===== src/rtl/vcmp_pkg.sv =====
package vcmp_pkg;
  // register byte offsets (fixed by software view)
  localparam int OFS_CFG    = 'h000;
  localparam int OFS_STAT   = 'h004;
  localparam int OFS_KEY    = 'h008;
  localparam int OFS_IEN    = 'h200;
  localparam int OFS_ISTAT  = 'h204;
  localparam int OFS_ICLR   = 'h208;
  localparam int OFS_ISET   = 'h20C;

  localparam logic [31:0] PD_KEY = 32'h0000_0037;

  // interrupt source bit positions
  localparam int IRQ_N  = 2;
  localparam int IRQ_LO = 0;
  localparam int IRQ_HI = 1;

  typedef enum logic [1:0] {
    PSEL_VADJ = 2'd0,
    PSEL_TEMP = 2'd1,
    PSEL_EXTA = 2'd2,
    PSEL_EXTB = 2'd3
  } psel_e;

  typedef struct packed {
    logic [3:0] lvl;
    logic [1:0] nsel;
    psel_e      psel;
  } cfg_t;
endpackage


===== src/rtl/vcmp_sync.sv =====
module vcmp_sync #(
  parameter int STAGES = 2
) (
  input  logic clk,
  input  logic rst_n,
  input  logic din,
  output logic level,
  output logic rise,
  output logic fall
);
  // STAGES synchronizer flops plus one history flop for edge detection
  logic [STAGES:0] sh;

  always_ff @(posedge clk or negedge rst_n) begin
    if (!rst_n) sh <= '0;
    else        sh <= {sh[STAGES-1:0], din};
  end

  assign level = sh[STAGES-1];
  assign rise  =  sh[STAGES-1] & ~sh[STAGES];
  assign fall  = ~sh[STAGES-1] &  sh[STAGES];
endmodule


===== src/rtl/vcmp_settle.sv =====
module vcmp_settle #(
  parameter int CYC = 2200
) (
  input  logic clk,
  input  logic rst_n,
  input  logic start,
  output logic busy
);
  localparam int W = $clog2(CYC + 1);
  localparam logic [W-1:0] LOAD = W'(CYC);

  logic [W-1:0] cnt;

  always_ff @(posedge clk or negedge rst_n) begin
    if (!rst_n)         cnt <= '0;
    else if (start)     cnt <= LOAD;
    else if (cnt != '0) cnt <= cnt - 1'b1;
  end

  assign busy = (cnt != '0);
endmodule


===== src/rtl/vcmp_irq.sv =====
module vcmp_irq #(
  parameter int N = 2
) (
  input  logic         clk,
  input  logic         rst_n,
  input  logic         en_we,
  input  logic [N-1:0] en_wdata,
  input  logic [N-1:0] clr_mask,
  input  logic [N-1:0] set_mask,
  input  logic [N-1:0] hw_evt,
  output logic [N-1:0] en,
  output logic [N-1:0] stat,
  output logic         irq
);
  for (genvar i = 0; i < N; i++) begin : g_src
    always_ff @(posedge clk or negedge rst_n) begin
      if (!rst_n) begin
        en[i]   <= 1'b0;
        stat[i] <= 1'b0;
      end else begin
        if (en_we) en[i] <= en_wdata[i];
        // a set from any origin wins over a clear in the same cycle
        if (set_mask[i] || hw_evt[i]) stat[i] <= 1'b1;
        else if (clr_mask[i])         stat[i] <= 1'b0;
      end
    end
  end

  assign irq = |(stat & en);
endmodule


===== src/rtl/vcmp_ctrl.sv =====
module vcmp_ctrl
  import vcmp_pkg::*;
#(
  parameter int ADDR_W     = 12,
  parameter int SYNC_STG   = 2,
  parameter int SETTLE_CYC = 2200
) (
  input  logic              clk,
  input  logic              rst_n,
  input  logic [ADDR_W-1:0] bus_addr,
  input  logic              bus_we,
  input  logic [31:0]       bus_wdata,
  output logic [31:0]       bus_rdata,
  input  logic              cmp_raw,
  output logic [1:0]        pos_sel,
  output logic [1:0]        neg_sel,
  output logic [3:0]        dac_level,
  output logic              bandgap_en,
  output logic              cmp_pd,
  output logic              cmp_settling,
  output logic              irq
);
  cfg_t cfg_q;
  logic pd_q;

  // address decode
  logic hit_cfg, hit_stat, hit_key, hit_ien, hit_istat, hit_iclr, hit_iset;
  assign hit_cfg   = (bus_addr == ADDR_W'(OFS_CFG));
  assign hit_stat  = (bus_addr == ADDR_W'(OFS_STAT));
  assign hit_key   = (bus_addr == ADDR_W'(OFS_KEY));
  assign hit_ien   = (bus_addr == ADDR_W'(OFS_IEN));
  assign hit_istat = (bus_addr == ADDR_W'(OFS_ISTAT));
  assign hit_iclr  = (bus_addr == ADDR_W'(OFS_ICLR));
  assign hit_iset  = (bus_addr == ADDR_W'(OFS_ISET));

  logic cfg_we;
  assign cfg_we = bus_we & hit_cfg;

  always_ff @(posedge clk or negedge rst_n) begin
    if (!rst_n) begin
      cfg_q <= '0;
      pd_q  <= 1'b0;
    end else begin
      if (cfg_we) begin
        cfg_q.psel <= psel_e'(bus_wdata[1:0]);
        cfg_q.nsel <= bus_wdata[9:8];
        cfg_q.lvl  <= bus_wdata[19:16];
      end
      if (bus_we && hit_key) pd_q <= (bus_wdata == PD_KEY);
    end
  end

  // settle timer starts only on entry into the temperature channel
  logic settle_start, settle_busy;
  assign settle_start = cfg_we && (bus_wdata[1:0] == PSEL_TEMP) && (cfg_q.psel != PSEL_TEMP);

  vcmp_settle #(.CYC(SETTLE_CYC)) u_settle (
    .clk   (clk),
    .rst_n (rst_n),
    .start (settle_start),
    .busy  (settle_busy)
  );

  logic cmp_lvl, cmp_rise, cmp_fall;
  vcmp_sync #(.STAGES(SYNC_STG)) u_sync (
    .clk   (clk),
    .rst_n (rst_n),
    .din   (cmp_raw),
    .level (cmp_lvl),
    .rise  (cmp_rise),
    .fall  (cmp_fall)
  );

  logic             edge_ok;
  logic [IRQ_N-1:0] hw_evt, clr_mask, set_mask, irq_en, irq_stat;
  assign edge_ok          = ~pd_q & ~settle_busy;
  assign hw_evt[IRQ_HI]   = edge_ok & cmp_rise;
  assign hw_evt[IRQ_LO]   = edge_ok & cmp_fall;
  assign clr_mask         = (bus_we && hit_iclr) ? bus_wdata[IRQ_N-1:0] : '0;
  assign set_mask         = (bus_we && hit_iset) ? bus_wdata[IRQ_N-1:0] : '0;

  vcmp_irq #(.N(IRQ_N)) u_irq (
    .clk      (clk),
    .rst_n    (rst_n),
    .en_we    (bus_we & hit_ien),
    .en_wdata (bus_wdata[IRQ_N-1:0]),
    .clr_mask (clr_mask),
    .set_mask (set_mask),
    .hw_evt   (hw_evt),
    .en       (irq_en),
    .stat     (irq_stat),
    .irq      (irq)
  );

  // read mux; key, clear and set read as zero
  always_comb begin
    bus_rdata = '0;
    if (hit_cfg)   bus_rdata = {12'd0, cfg_q.lvl, 6'd0, cfg_q.nsel, 6'd0, cfg_q.psel};
    if (hit_stat)  bus_rdata = {30'd0, pd_q, cmp_lvl};
    if (hit_ien)   bus_rdata = {{(32-IRQ_N){1'b0}}, irq_en};
    if (hit_istat) bus_rdata = {{(32-IRQ_N){1'b0}}, irq_stat};
  end

  assign pos_sel      = cfg_q.psel;
  assign neg_sel      = cfg_q.nsel;
  assign dac_level    = cfg_q.lvl;
  assign bandgap_en   = (cfg_q.psel == PSEL_TEMP);
  assign cmp_pd       = pd_q;
  assign cmp_settling = settle_busy;
endmodule


===== config.mk =====
export PLATFORM = sky130hd
export DESIGN_NAME = vcmp_ctrl
export DESIGN_NICKNAME = d
export VERILOG_FILES = /design/src/rtl/vcmp_pkg.sv /design/src/rtl/vcmp_sync.sv /design/src/rtl/vcmp_settle.sv /design/src/rtl/vcmp_irq.sv /design/src/rtl/vcmp_ctrl.sv
export SDC_FILE = /design/constraint.sdc
export NUM_CORES = 1
export LEC_CHECK = 0
export BUFFER_PORTS_ARGS = -buffer_cell sky130_fd_sc_hd__buf_4
export CAP_MARGIN = 20
export CORE_MARGIN = 1.5
export CORE_UTILIZATION = 49
export DETAILED_ROUTE_END_ITERATION = 10
export PLACE_DENSITY_LB_ADDON = 0.12
export SYNTH_ARGS = -nofsm -noshare
export SYNTH_HDL_FRONTEND = slang
export SYNTH_SLANG_ARGS = --single-unit

===== constraint.sdc =====
create_clock -name clk -period 4.45 [get_ports clk]
set_clock_uncertainty 0.1 [all_clocks]
set_input_delay 0.445 -clock clk [delete_from_list [all_inputs] [get_ports clk]]
set_output_delay 0.445 -clock clk [all_outputs]
set_load 0.05 [all_outputs]

==> flow_summary.html, run 1 <==
<table>
<tr><th>Metric</th><th>Value</th></tr>
<tr><th colspan="2">Synth</th></tr>
<tr><td>Adder and majority cell fraction of the synthesized area</td><td>under 10%</td></tr>
<tr><td>Multiplexer area fraction after synthesis</td><td>11.7%</td></tr>
<tr><td>Share of synthesized cell area in and, or, nand and nor gates</td><td>between 20% and 30%</td></tr>
<tr><td>Dominant cells by area after synthesis</td><td>dfrtp_1 40%, buf_4 10%, mux2_2 5.7%</td></tr>
<tr><td>Cell accounting for the most synthesized area</td><td>dfrtp_1</td></tr>
<tr><td>Cells after Synth</td><td>174</td></tr>
<tr><td>Yosys Warn Count</td><td>0</td></tr>
<tr><td>Parity-gate share of the synthesized area counting xor and xnor cells</td><td>less than 1%</td></tr>
<tr><td>FF+latch count, synth</td><td>28</td></tr>
<tr><td>Proportion of synthesized chip area in sequential cells</td><td>39.7%</td></tr>
<tr><td>Ys async rst share</td><td>100%</td></tr>
<tr><td>Combinational family with the most area after synthesis</td><td>simple AND/OR/NAND/NOR gates</td></tr>
<tr><td>Average cell area after synthesis</td><td>10.1 um2</td></tr>
<tr><td>Area fraction in compound gates after synthesis</td><td>6.10%</td></tr>
<tr><td>Distinct cell type count after synthesis</td><td>48</td></tr>
<tr><td>Commonest register cell after synthesis</td><td>dfrtp_1</td></tr>
<tr><td>Proportion of netlist area held by the largest area contributor</td><td>39.7%</td></tr>
<tr><td>Post-Synthesis Cell Area</td><td>1760 um2</td></tr>
<tr><td>EDFF count, synth</td><td>0</td></tr>
<tr><th colspan="2">Setup path</th></tr>
<tr><td>Worst endpoint required time</td><td>3.90 ns</td></tr>
<tr><td>Critical Path End Type</td><td>output pin</td></tr>
<tr><td>Setup CP Type</td><td>in2out</td></tr>
<tr><td>Biggest fanout along the worst timing path</td><td>6</td></tr>
<tr><td>Ordered cell list for the critical path</td><td>buf_4 -&gt; nor4_4 -&gt; nand3_2 -&gt; nor3_1 -&gt; and2_1 -&gt; buf_4</td></tr>
<tr><td>Cell with the largest stage delay on the worst path</td><td>nor3_1</td></tr>
<tr><td>Delay contributed by the slowest stage of the critical path</td><td>0.53 ns</td></tr>
<tr><td>Most prevalent standard cell on the critical path</td><td>buf_4</td></tr>
<tr><td>Kind of start point of the critical path</td><td>input port</td></tr>
<tr><td>Arrival time of the worst setup path</td><td>between 2 and 2.5 ns</td></tr>
<tr><th colspan="2">Placement</th></tr>
<tr><td>Placed instance area</td><td>2220 um2</td></tr>
<tr><td>Port Buffers</td><td>67</td></tr>
<tr><td>Total half-perimeter wirelength after legalization and detailed placement</td><td>between 2 and 3 mm</td></tr>
<tr><td>GP Congestion</td><td>0.819</td></tr>
<tr><th colspan="2">Finish</th></tr>
<tr><td>Fill cell instance count of the final layout</td><td>~290</td></tr>
<tr><td>Final-stage net count</td><td>295</td></tr>
<tr><td>Share of post-route cells with drive strength above 1</td><td>39.8%</td></tr>
<tr><td>Count of antenna diodes in the layout</td><td>0</td></tr>
<tr><td>Signed area change from the synthesized netlist to the final layout</td><td>29.7%</td></tr>
<tr><td>Final instance area</td><td>2290 um2</td></tr>
<tr><th colspan="2">STA</th></tr>
<tr><td>RSZ-0062 raised after global routing</td><td>false</td></tr>
<tr><td>Relative slew margins</td><td>56.6%</td></tr>
<tr><td>Part of the cycle the worst path needs</td><td>58.8%</td></tr>
<tr><td>Number of hold-slack violations in the final timing report</td><td>0</td></tr>
<tr><td>Fin Setup TNS</td><td>0 ns</td></tr>
<tr><td>Highest clock rate</td><td>between 0.3 and 0.4 GHz</td></tr>
<tr><td>Max-slew violations</td><td>0</td></tr>
<tr><td>Post-layout minimum cycle time</td><td>around 2.6 ns</td></tr>
<tr><td>Final setup violation count</td><td>0</td></tr>
<tr><td>Transition time at the pin with the least slew margin</td><td>0.646 ns</td></tr>
<tr><th colspan="2">Power and ir drop</th></tr>
<tr><td>Power consumption</td><td>a little over 0.0006 W</td></tr>
<tr><td>PwrDens</td><td>269 nW/um2</td></tr>
<tr><td>Peak ir drop on the vdd network</td><td>around 0.00018 V</td></tr>
<tr><td>Leak Pwr</td><td>1.13 nW</td></tr>
<tr><th colspan="2">Clock tree</th></tr>
<tr><td>Insertion delay of the later-clocked pin in the worst-skew pair</td><td>around 0.33 ns</td></tr>
<tr><td>TritonCTS clock tree</td><td>built</td></tr>
<tr><td>Post-CTS setup buffers</td><td>0</td></tr>
<tr><td>Count of clock tree sinks</td><td>28</td></tr>
<tr><td>Maximum count of clock buffers along a single path</td><td>2</td></tr>
<tr><td>H-Tree Level Count</td><td>1</td></tr>
<tr><td>Number of gates resized after cts</td><td>0</td></tr>
<tr><td>Clock-pin transition on the worst setup and hold timing paths</td><td>0.14 ns</td></tr>
<tr><td>CTS buffer count</td><td>3</td></tr>
<tr><td>Root buffer cell</td><td>clkbuf_4</td></tr>
<tr><th colspan="2">Floorplan</th></tr>
<tr><td>Floorplan Core Area</td><td>3390 um2</td></tr>
<tr><td>Overall die area</td><td>3970 um2</td></tr>
<tr><td>Row count</td><td>21</td></tr>
<tr><td>Number of primary I/O pins</td><td>around 90</td></tr>
<tr><td>Starting density of the core</td><td>52.0%</td></tr>
<tr><td>Die Span X</td><td>63.0 um</td></tr>
<tr><td>Die extent in y</td><td>between 60 and 70 um</td></tr>
<tr><th colspan="2">Route</th></tr>
<tr><td>Number of nets with antenna violations after detailed routing</td><td>0</td></tr>
<tr><td>Routed wirelength normalized by instance count</td><td>12.7 um</td></tr>
<tr><td>Vias post-DR</td><td>1498</td></tr>
<tr><td>Vias per cell</td><td>5.17</td></tr>
<tr><td>Number of DRC violations after detailed routing</td><td>0</td></tr>
<tr><td>First-pass iteration count of the detailed router</td><td>4</td></tr>
<tr><td>Wirelength, routed</td><td>3.69 mm</td></tr>
<tr><td>Initial DRC Count</td><td>90</td></tr>
<tr><th colspan="2">Global route</th></tr>
<tr><td>GRT Resource Usage Total</td><td>20.5%</td></tr>
<tr><td>Pin count of the biggest net entering global routing</td><td>29</td></tr>
<tr><td>Wire length of the first global-routing pass</td><td>6.62 mm</td></tr>
<tr><td>Grt total ovfl</td><td>0</td></tr>
<tr><td>Via count of the first global-routing pass</td><td>1456</td></tr>
<tr><td>Number of antenna violations at the first check in global routing</td><td>0</td></tr>
<tr><th colspan="2">Run status</th></tr>
<tr><td>Status</td><td>completed</td></tr>
<tr><th colspan="2">Worst hold path</th></tr>
<tr><td>Class of the tightest hold or removal check</td><td>in2reg</td></tr>
<tr><th colspan="2">Run</th></tr>
<tr><td>Max-cap violation count</td><td>0</td></tr>
</table>
layout by cell type, fill, tap and decap left out, types with 2 or more instances in the layout:
cell type / netlist / layout
buf_4: 24 / 67
dfrtp_1: 28 / 28
conb_1: 1 / 24
nor2_1: 13 / 13
nand2_1: 12 / 12
nor4_1: 9 / 9
mux2_2: 9 / 9
inv_1: 6 / 6
and2_1: 6 / 6
nand4_1: 6 / 6
nand3_1: 6 / 6
a21oi_1: 4 / 4
nor3_1: 3 / 3
mux2i_1: 3 / 3
clkbuf_4: 0 / 3
mux4_2: 2 / 2
and2b_2: 2 / 2
nor2b_1: 2 / 2
nand2b_1: 2 / 2
nand4b_1: 2 / 2
mux2_4: 2 / 2
and4_1: 2 / 2
or4_1: 2 / 2
o31ai_1: 2 / 2
ha_1: 2 / 2
state kept, by name, summed over array words and instances, names as in the netlist:
register      cells
u_sync.sh         3
neg_sel           2
cmp_pd            1
dac_level         4
u_irq.stat        2
pos_sel           2
u_settle.cnt     12
u_irq.en          2
final timing paths:
check                                 from               end  slack (ns)  depth (start not counted)
setup reg to reg           u_settle.cnt[4]   u_settle.cnt[8]        2.59                          4
setup / recovery               bus_addr[1]     bus_rdata[16]        1.83                          6
min in group asynchronous            rst_n        pos_sel[1]        0.45                          2
hold / removal                     cmp_raw      u_sync.sh[0]        0.11                          1
max in group asynchronous            rst_n  u_settle.cnt[10]        3.55                          2
hold reg to reg               u_sync.sh[0]      u_sync.sh[1]        0.28                          0
synth_stat cells, types with 2 or more instances:
master / n
nand2_1: 12
dfrtp_1: 28
inv_1: 6
and4_1: 2
nand4b_1: 2
mux2i_1: 3
nand4_1: 6
and2b_2: 2
ha_1: 2
mux2_4: 2
mux2_2: 9
o31ai_1: 2
nor4_1: 9
nor2_1: 13
nand3_1: 6
buf_4: 24
nor2b_1: 2
nand2b_1: 2
a21oi_1: 4
mux4_2: 2
and2_1: 6
nor3_1: 3
or4_1: 2
what timing repair did:
item / CTS / global route
hold buffers: 1 / 0
endpoints found under the setup margin: 0 / 0
endpoints found under the hold margin: 28 / 0
logic make-up after synthesis:
group / count (synthesis)
AND/OR/NAND/NOR: 79
buffers and inverters: 31
flip-flops: 28
multiplexers: 16
AO/OA/AOI/OAI: 15
adder cells (fa/ha/maj): 2
XOR/XNOR: 2
other: 1
through the flow:
stage	hold slack [ns]	cells	worst slack [ns]	utilization (%)
2_1_floorplan	0.0494	197	2.21	-
6_report	0.112	290	1.83	67.5
3_3_place_gp	0.232	285	1.88	65.6
4_1_cts	0.0954	290	1.82	67.5
5_1_grt	0.0830	290	1.69	67.5
3_5_place_dp	0.246	285	1.81	65.6
worst max-delay path: cells and delay by family:
family | cells | cell delay [ns]
simple gates | 4 | 1.31
buf+inv | 2 | 0.31
routing by layer:
metal	vias to the layer above	global-route usage, %	part of all wire, %
met5	-	0	0
met4	0	3.33	0.38
met3	2	4.86	5.5
met2	54	36.4	52
met1	716	25.5	42
li1	726	-	-
report_power, final:
part	internal (W)	switching [W]	leakage [nW]
sequential	0.000279	0.0000261	0.339
clock	0.0000911	0.0000728	0.0279
combinational	0.0000535	0.0000923	0.765
total	0.000424	0.000191	1.13
cell type report:
class                   instances  area (um2)  share of cell area (%)
multi-input cells             138         941                    41.1
clock inverters                 1        30.0                    1.31
well taps                      46        57.6                    2.52
clock buffers                   3        22.5                   0.985
flip-flops and latches         28         701                    30.6
inverters                       6        22.5                   0.985
repair buffers                 68         513                    22.4
Power figures use the tool's default switching activity.
==> run 2, diff against run 1 <==
Settings changed: CORE_UTILIZATION 49 to 41.
Clock period 4.45 ns to 2.2 ns, I/O delays scaled along.
==> flow_summary.html, run 2 (synthesis results as in run 1) <==
<table>
<tr><th>Metric</th><th>Value</th></tr>
<tr><th colspan="2">Finish</th></tr>
<tr><td>Top register by number of flip-flops</td><td>u_settle.cnt (unchanged)</td></tr>
<tr><td>Final-stage net count</td><td>302 (was 295)</td></tr>
<tr><td>Commonest cells after routing, fill and taps aside</td><td>73 x buf_4, 28 x dfrtp_1, 24 x conb_1, 13 x nor2_1, 12 x nand2_1 (was 67 x buf_4, 28 x dfrtp_1, 24 x conb_1, 13 x nor2_1, 12 x nand2_1)</td></tr>
<tr><td>Count of antenna diodes in the layout</td><td>0 (unchanged)</td></tr>
<tr><td>Number of flip-flops under the largest register name</td><td>12 (unchanged)</td></tr>
<tr><td>Signed area change from the synthesized netlist to the final layout</td><td>33.3% (was 29.7%)</td></tr>
<tr><td>Fill cell instance count of the final layout</td><td>375 (was 294)</td></tr>
<tr><td>Final std cells w/o fill</td><td>301 (was 290)</td></tr>
<tr><td>Share of post-route cells with drive strength above 1</td><td>41.0% (was 39.8%)</td></tr>
<tr><td>Leading cell type in the layout, fill and taps excluded</td><td>buf_4 (unchanged)</td></tr>
<tr><th colspan="2">Setup path</th></tr>
<tr><td>Kind of start point of the critical path</td><td>register (was input port)</td></tr>
<tr><td>Worst endpoint required time</td><td>1.88 ns (was 3.90 ns)</td></tr>
<tr><td>Biggest fanout along the worst timing path</td><td>6 (unchanged)</td></tr>
<tr><td>Arrival time of the worst setup path</td><td>1.58 ns (was 2.07 ns)</td></tr>
<tr><td>Critical Path End Type</td><td>output pin (unchanged)</td></tr>
<tr><td>Setup CP Type</td><td>reg2out (was in2out)</td></tr>
<tr><th colspan="2">Clock tree</th></tr>
<tr><td>Count of clock tree sinks</td><td>28 (unchanged)</td></tr>
<tr><td>Number of gates resized after cts</td><td>0 (unchanged)</td></tr>
<tr><td>CTS buffer count</td><td>3 (unchanged)</td></tr>
<tr><td>H-Tree Level Count</td><td>1 (unchanged)</td></tr>
<tr><td>TritonCTS clock tree</td><td>built (unchanged)</td></tr>
<tr><td>Maximum count of clock buffers along a single path</td><td>2 (unchanged)</td></tr>
<tr><td>Insertion delay of the later-clocked pin in the worst-skew pair</td><td>0.27 ns (was 0.33 ns)</td></tr>
<tr><td>Root buffer cell</td><td>clkbuf_8 (was clkbuf_4)</td></tr>
<tr><td>Clock-pin transition on the worst setup and hold timing paths</td><td>0.09 ns (was 0.14 ns)</td></tr>
<tr><th colspan="2">Global route</th></tr>
<tr><td>Number of antenna violations at the first check in global routing</td><td>0 (unchanged)</td></tr>
<tr><td>Via count of the first global-routing pass</td><td>1293 (was 1456)</td></tr>
<tr><td>Pin count of the biggest net entering global routing</td><td>29 (unchanged)</td></tr>
<tr><td>Wire length of the first global-routing pass</td><td>5.98 mm (was 6.62 mm)</td></tr>
<tr><td>GR Util met3</td><td>2.11% (was 4.86%)</td></tr>
<tr><td>Global Route met2 Usage</td><td>29.3% (was 36.4%)</td></tr>
<tr><td>GRT Resource Usage Total</td><td>16.9% (was 20.5%)</td></tr>
<tr><td>Met1 routing resource usage after global routing</td><td>22.7% (was 25.5%)</td></tr>
<tr><td>Global routing's busiest layer</td><td>met2 (unchanged)</td></tr>
<tr><td>Grt total ovfl</td><td>0 (unchanged)</td></tr>
<tr><th colspan="2">Power and ir drop</th></tr>
<tr><td>Clk network pwr share</td><td>25.3% (was 26.7%)</td></tr>
<tr><td>Share of total power in combinational logic</td><td>24.5% (was 23.7%)</td></tr>
<tr><td>PwrDens</td><td>524 nW/um2 (was 269 nW/um2)</td></tr>
<tr><td>Leak Pwr</td><td>1.16 nW (was 1.13 nW)</td></tr>
<tr><td>Int Power</td><td>0.000836 W (was 0.000424 W)</td></tr>
<tr><td>Net switching power figure</td><td>0.000396 W (was 0.000191 W)</td></tr>
<tr><td>Proportion of power drawn by flip-flops and latches</td><td>50.3% (was 49.6%)</td></tr>
<tr><td>Peak ir drop on the vdd network</td><td>0.000362 V (was 0.000176 V)</td></tr>
<tr><td>Fraction of power spent switching nets</td><td>32.1% (was 31.1%)</td></tr>
<tr><th colspan="2">Run status</th></tr>
<tr><td>Status</td><td>completed (unchanged)</td></tr>
<tr><th colspan="2">Placement</th></tr>
<tr><td>Number of placed instances, taps included</td><td>293 (was 285)</td></tr>
<tr><td>Total half-perimeter wirelength after legalization and detailed placement</td><td>3.15 mm (was 2.96 mm)</td></tr>
<tr><td>GP Congestion</td><td>0.736 (was 0.819)</td></tr>
<tr><td>Port Buffers</td><td>67 (unchanged)</td></tr>
<tr><th colspan="2">Route</th></tr>
<tr><td>Initial DRC Count</td><td>52 (was 90)</td></tr>
<tr><td>Routed wirelength normalized by instance count</td><td>13.0 um (was 12.7 um)</td></tr>
<tr><td>First-pass iteration count of the detailed router</td><td>5 (was 4)</td></tr>
<tr><td>Number of DRC violations after detailed routing</td><td>0 (unchanged)</td></tr>
<tr><td>Vias per cell</td><td>4.99 (was 5.17)</td></tr>
<tr><td>Number of nets with antenna violations after detailed routing</td><td>0 (unchanged)</td></tr>
<tr><td>Vias post-DR</td><td>1501 (was 1498)</td></tr>
<tr><td>Wirelength, routed</td><td>3.90 mm (was 3.69 mm)</td></tr>
<tr><th colspan="2">STA</th></tr>
<tr><td>RSZ-0062 raised after global routing</td><td>false (unchanged)</td></tr>
<tr><td>Final setup violation count</td><td>0 (unchanged)</td></tr>
<tr><td>Max-slew violations</td><td>0 (unchanged)</td></tr>
<tr><td>Fin Setup TNS</td><td>0 ns (unchanged)</td></tr>
<tr><td>Part of the cycle the worst path needs</td><td>86.4%</td></tr>
<tr><td>Highest clock rate</td><td>0.526 GHz</td></tr>
<tr><td>Final hold slack</td><td>0.0952 ns (was 0.112 ns)</td></tr>
<tr><td>Post-layout minimum cycle time</td><td>1.90 ns</td></tr>
<tr><td>Number of hold-slack violations in the final timing report</td><td>0 (unchanged)</td></tr>
<tr><th colspan="2">Worst hold path</th></tr>
<tr><td>Class of the tightest hold or removal check</td><td>in2reg (unchanged)</td></tr>
<tr><th colspan="2">Floorplan</th></tr>
<tr><td>Row count</td><td>23 (was 21)</td></tr>
<tr><td>Number of primary I/O pins</td><td>92 (unchanged)</td></tr>
<tr><td>Die Span X</td><td>68.6 um (was 63.0 um)</td></tr>
<tr><td>Starting density of the core</td><td>43.4% (was 52.0%)</td></tr>
<tr><td>Floorplan Core Area</td><td>4060 um2 (was 3390 um2)</td></tr>
<tr><td>Overall die area</td><td>4700 um2 (was 3970 um2)</td></tr>
<tr><td>Die extent in y</td><td>68.6 um (was 63.0 um)</td></tr>
<tr><th colspan="2">Run</th></tr>
<tr><td>Max-cap violation count</td><td>0 (unchanged)</td></tr>
</table>
run 2: changes by cell type in the layout (fill, tap and decap cells not counted), sizes merged:
cell	before	now
bufinv	1	0
dlygate4sd3	1	2
clkbuf	3	4
buf	67	73
run 2: power groups by stage:
| stage | Clock, W | Combinational, W | Sequential (W) |
|---|---|---|---|
| after floorplan | 0 | 0.000225 | 0.000619 |
| after global placement | 0 | 0.000295 | 0.000628 |
| after detailed placement | 0 | 0.000299 | 0.000626 |
| after CTS | 0.000322 | 0.000303 | 0.000619 |
| after global routing | 0.000349 | 0.000331 | 0.000628 |
| final | 0.000311 | 0.000301 | 0.000619 |
run 2: metal layers:
| metal | up-vias | part of all wire, % |
|---|---|---|
| met5 | - | 0 |
| met4 | 0 | 0.51 |
| met3 | 2 | 8.3 |
| met2 | 64 | 50 |
| met1 | 695 | 42 |
| li1 | 740 | - |
run 2: worst max-delay path: stages (launching register included):
cell and delay [ns]:
dfrtp_1 0.44, nor4_1 0.43, nand4b_2 0.21, buf_4 0.24
run 2: timing repair:
action | in CTS | in global routing
hold endpoints to repair | 29 | 0
setup buffers | 0 | 2
hold buffers | 2 | 0
setup endpoints to repair | 0 | 1
run 2: metrics by stage:
step	power [W]	setup slack (ns)	area, um2	util, %
after floorplan	0.000844	0.0240	1850	-
after global placement	0.000923	0.360	2260	55.7
after detailed placement	0.000926	0.358	2260	55.7
after CTS	0.00124	0.0772	2330	57.5
after global routing	0.00131	0.192	2350	57.9
final	0.00123	0.300	2350	57.9
run 2: cell type report:
class	count	area, um2	area share, %
well taps	50	62.6	2.66
inverters	6	22.5	0.958
flip-flops and latches	28	701	29.8
clock buffers	4	55.1	2.34
multi-input cells	138	941	40.0
repair buffers	75	568	24.2
run 2: path summary, 6_finish.rpt:
| kind | start | to | slack (ns) | cells past startpoint |
|---|---|---|---|---|
| hold reg to reg | u_sync.sh[0] | u_sync.sh[1] | 0.26 | 0 |
| hold / removal | bus_wdata[18] | dac_level[2] | 0.1 | 2 |
| setup reg to reg | u_settle.cnt[9] | u_settle.cnt[9] | 0.40 | 4 |
| max in group asynchronous | rst_n | u_irq.en[1] | 1.44 | 2 |
| setup / recovery | u_settle.cnt[9] | cmp_settling | 0.30 | 3 |
| min in group asynchronous | rst_n | u_settle.cnt[6] | 0.29 | 2 |
==> run 3, diff against run 2 <==
--- a/config.mk
+++ b/config.mk
@@ -8,4 +8,5 @@
 export BUFFER_PORTS_ARGS = -buffer_cell sky130_fd_sc_hd__buf_4
 export CAP_MARGIN = 20
+export CORE_ASPECT_RATIO = 1.5
 export CORE_MARGIN = 1.5
 export CORE_UTILIZATION = 41
==> constraint.sdc (replaced) <==
create_clock -name clk -period 2.2 [get_ports clk]
set_clock_uncertainty 0.1 [all_clocks]
set_input_delay 0.11 -clock clk [delete_from_list [all_inputs] [get_ports clk]]
set_output_delay 0.11 -clock clk [all_outputs]
set_load 0.05 [all_outputs]
==> flow_summary.html, run 3 (synthesis results as in run 1) <==
<table>
<tr><th>Metric</th><th>Value</th></tr>
<tr><th colspan="2">Clock tree</th></tr>
<tr><td>Insertion delay of the later-clocked pin in the worst-skew pair</td><td>0.27 ns (about the same)</td></tr>
<tr><td>TritonCTS clock tree</td><td>built (unchanged)</td></tr>
<tr><td>Count of clock tree sinks</td><td>28 (unchanged)</td></tr>
<tr><td>H-Tree Level Count</td><td>1 (unchanged)</td></tr>
<tr><td>CTS buffer count</td><td>3 (unchanged)</td></tr>
<tr><td>Clock-pin transition on the worst setup and hold timing paths</td><td>0.09 ns (about the same)</td></tr>
<tr><td>Root buffer cell</td><td>clkbuf_8 (unchanged)</td></tr>
<tr><td>Maximum count of clock buffers along a single path</td><td>2 (unchanged)</td></tr>
<tr><th colspan="2">Finish</th></tr>
<tr><td>Top register by number of flip-flops</td><td>u_settle.cnt (unchanged)</td></tr>
<tr><td>Count of antenna diodes in the layout</td><td>0 (unchanged)</td></tr>
<tr><td>Number of flip-flops under the largest register name</td><td>12 (unchanged)</td></tr>
<tr><td>Commonest cells after routing, fill and taps aside</td><td>71 x buf_4, 28 x dfrtp_1, 24 x conb_1, 13 x nor2_1, 12 x nand2_1 (was 73 x buf_4, 28 x dfrtp_1, 24 x conb_1, 13 x nor2_1, 12 x nand2_1)</td></tr>
<tr><td>Signed area change from the synthesized netlist to the final layout</td><td>36.5% (was 33.3%)</td></tr>
<tr><td>Share of post-route cells with drive strength above 1</td><td>39.8% (was 41.0%)</td></tr>
<tr><td>Fill cell instance count of the final layout</td><td>395 (was 375)</td></tr>
<tr><td>Final-stage net count</td><td>307 (was 302)</td></tr>
<tr><td>Final std cells w/o fill</td><td>302 (was 301)</td></tr>
<tr><td>Core Util, Final</td><td>57.7% (was 57.9%)</td></tr>
<tr><td>Leading cell type in the layout, fill and taps excluded</td><td>buf_4 (unchanged)</td></tr>
<tr><th colspan="2">Run status</th></tr>
<tr><td>Status</td><td>completed (unchanged)</td></tr>
<tr><th colspan="2">Placement</th></tr>
<tr><td>Total half-perimeter wirelength after legalization and detailed placement</td><td>3.23 mm (was 3.15 mm)</td></tr>
<tr><td>Number of placed instances, taps included</td><td>289 (was 293)</td></tr>
<tr><td>GP Congestion</td><td>0.802 (was 0.736)</td></tr>
<tr><td>Port Buffers</td><td>67 (unchanged)</td></tr>
<tr><th colspan="2">Global route</th></tr>
<tr><td>Grt total ovfl</td><td>0 (unchanged)</td></tr>
<tr><td>Pin count of the biggest net entering global routing</td><td>29 (unchanged)</td></tr>
<tr><td>Via count of the first global-routing pass</td><td>1493 (was 1293)</td></tr>
<tr><td>Number of antenna violations at the first check in global routing</td><td>0 (unchanged)</td></tr>
<tr><td>Wire length of the first global-routing pass</td><td>6.84 mm (was 5.98 mm)</td></tr>
<tr><td>GRT Resource Usage Total</td><td>17.7% (was 16.9%)</td></tr>
<tr><th colspan="2">Setup path</th></tr>
<tr><td>Delay contributed by the slowest stage of the critical path</td><td>0.43 ns (was 0.44 ns)</td></tr>
<tr><td>Arrival time of the worst setup path</td><td>1.77 ns (was 1.58 ns)</td></tr>
<tr><td>Biggest fanout along the worst timing path</td><td>10 (was 6)</td></tr>
<tr><td>Setup CP Type</td><td>reg2out (unchanged)</td></tr>
<tr><td>Worst endpoint required time</td><td>1.99 ns (was 1.88 ns)</td></tr>
<tr><td>Cell with the largest stage delay on the worst path</td><td>dfrtp_1 (unchanged)</td></tr>
<tr><td>Critical Path End Type</td><td>output pin (unchanged)</td></tr>
<tr><td>Depth of the most critical reg-to-reg path</td><td>6 (was 4)</td></tr>
<tr><td>Kind of start point of the critical path</td><td>register (unchanged)</td></tr>
<tr><td>Ordered cell list for the critical path</td><td>inv_1 -&gt; ha_1 -&gt; nand2b_1 -&gt; nand4b_2 -&gt; buf_4 (was nor4_1 -&gt; nand4b_2 -&gt; buf_4)</td></tr>
<tr><th colspan="2">STA</th></tr>
<tr><td>Final setup violation count</td><td>0 (unchanged)</td></tr>
<tr><td>Max-slew violations</td><td>0 (unchanged)</td></tr>
<tr><td>Number of hold-slack violations in the final timing report</td><td>0 (unchanged)</td></tr>
<tr><td>Highest clock rate</td><td>0.505 GHz (was 0.526 GHz)</td></tr>
<tr><td>Part of the cycle the worst path needs</td><td>90.0% (was 86.4%)</td></tr>
<tr><td>RSZ-0062 raised after global routing</td><td>false (unchanged)</td></tr>
<tr><td>Fin Setup TNS</td><td>0 ns (unchanged)</td></tr>
<tr><td>Post-layout minimum cycle time</td><td>1.98 ns (was 1.90 ns)</td></tr>
<tr><th colspan="2">Route</th></tr>
<tr><td>Vias post-DR</td><td>1554 (was 1501)</td></tr>
<tr><td>Wirelength, routed</td><td>4.12 mm (was 3.90 mm)</td></tr>
<tr><td>First-pass iteration count of the detailed router</td><td>4 (was 5)</td></tr>
<tr><td>Vias per cell</td><td>5.15 (was 4.99)</td></tr>
<tr><td>Number of nets with antenna violations after detailed routing</td><td>0 (unchanged)</td></tr>
<tr><td>Routed wirelength normalized by instance count</td><td>13.7 um (was 13.0 um)</td></tr>
<tr><td>Number of DRC violations after detailed routing</td><td>0 (unchanged)</td></tr>
<tr><td>Initial DRC Count</td><td>29 (was 52)</td></tr>
<tr><th colspan="2">Power and ir drop</th></tr>
<tr><td>Leak Pwr</td><td>1.19 nW (was 1.16 nW)</td></tr>
<tr><td>PwrDens</td><td>519 nW/um2 (was 524 nW/um2)</td></tr>
<tr><td>Peak ir drop on the vdd network</td><td>0.000508 V (was 0.000362 V)</td></tr>
<tr><th colspan="2">Floorplan</th></tr>
<tr><td>Floorplan Core Area</td><td>4170 um2 (was 4060 um2)</td></tr>
<tr><td>Number of primary I/O pins</td><td>92 (unchanged)</td></tr>
<tr><td>Overall die area</td><td>4710 um2 (was 4700 um2)</td></tr>
<tr><td>Row count</td><td>29 (was 23)</td></tr>
<tr><td>Die Span X</td><td>56.5 um (was 68.6 um)</td></tr>
<tr><td>Starting density of the core</td><td>42.2% (was 43.4%)</td></tr>
<tr><td>Die extent in y</td><td>83.3 um (was 68.6 um)</td></tr>
<tr><th colspan="2">Worst hold path</th></tr>
<tr><td>Cell depth of the worst min-delay path</td><td>2 (unchanged)</td></tr>
<tr><td>Class of the tightest hold or removal check</td><td>in2reg (unchanged)</td></tr>
<tr><th colspan="2">Run</th></tr>
<tr><td>Max-cap violation count</td><td>0 (unchanged)</td></tr>
</table>
## run 3: changes by cell type in the layout (fill, tap and decap cells not counted), sizes merged
cell / change
buf: -2
dlygate4sd3: +7
## run 3: timing repair
item	4_1_cts	5_1_grt
resized for setup	0	1
hold buffers	9	0
setup endpoints to repair	0	1
hold endpoints to repair	36	0
buffers inserted	0	0
## run 3: metal layers
layer | wire length [um] | GRT usage (%)
met5 | 0 | 0
met4 | 68 | 6.06
met3 | 260 | 2.96
met2 | 2230 | 31.6
met1 | 1570 | 20.9
## run 3: final timing paths
kind                                 startpoint  slack (ns)               end
worst max-delay path            u_settle.cnt[0]        0.22      cmp_settling
worst min register to register     u_sync.sh[0]        0.26      u_sync.sh[1]
worst max register to register  u_settle.cnt[0]        0.43  u_settle.cnt[10]
max in group asynchronous                 rst_n        1.56       u_irq.en[0]
min in group asynchronous                 rst_n        0.18   u_settle.cnt[1]
worst min-delay path               bus_wdata[0]        0.01       u_irq.en[0]
## run 3: area by class of cell
cell class	instances	area [um2]	area share [%]
inverter	6	22.5	0.936
timing repair buffer	80	623	25.9
multi-input combinational	138	947	39.4
sequential	28	701	29.1
tap	46	57.6	2.39
clock buffer	4	55.1	2.29
## run 3: per-stage QoR
step	setup WS [ns]	hold slack [ns]	power [W]	cell area [um2]
2_1_floorplan	0.0240	-0.286	0.000844	1850
3_3_place_gp	0.425	-0.0508	0.000923	2250
3_5_place_dp	0.402	-0.0497	0.000928	2250
4_1_cts	0.104	0.00536	0.00126	2400
5_1_grt	0.0698	0.0122	0.00132	2410
6_report	0.220	0.0124	0.00125	2410
## run 3: critical path: cells and delay by family (launching register included)
kind / cells / cell delay (ns)
DFF: 1 / 0.43
buffers and inverters: 2 / 0.40
and+or+nand+nor: 2 / 0.48
adders and majority gates: 1 / 0.19
## run 3: where the power goes
part	switching (W)	leakage (nW)	internal (W)
Clock	0.000155	0.0288	0.000160
Combinational	0.000192	0.819	0.000120
Sequential	0.0000568	0.339	0.000564
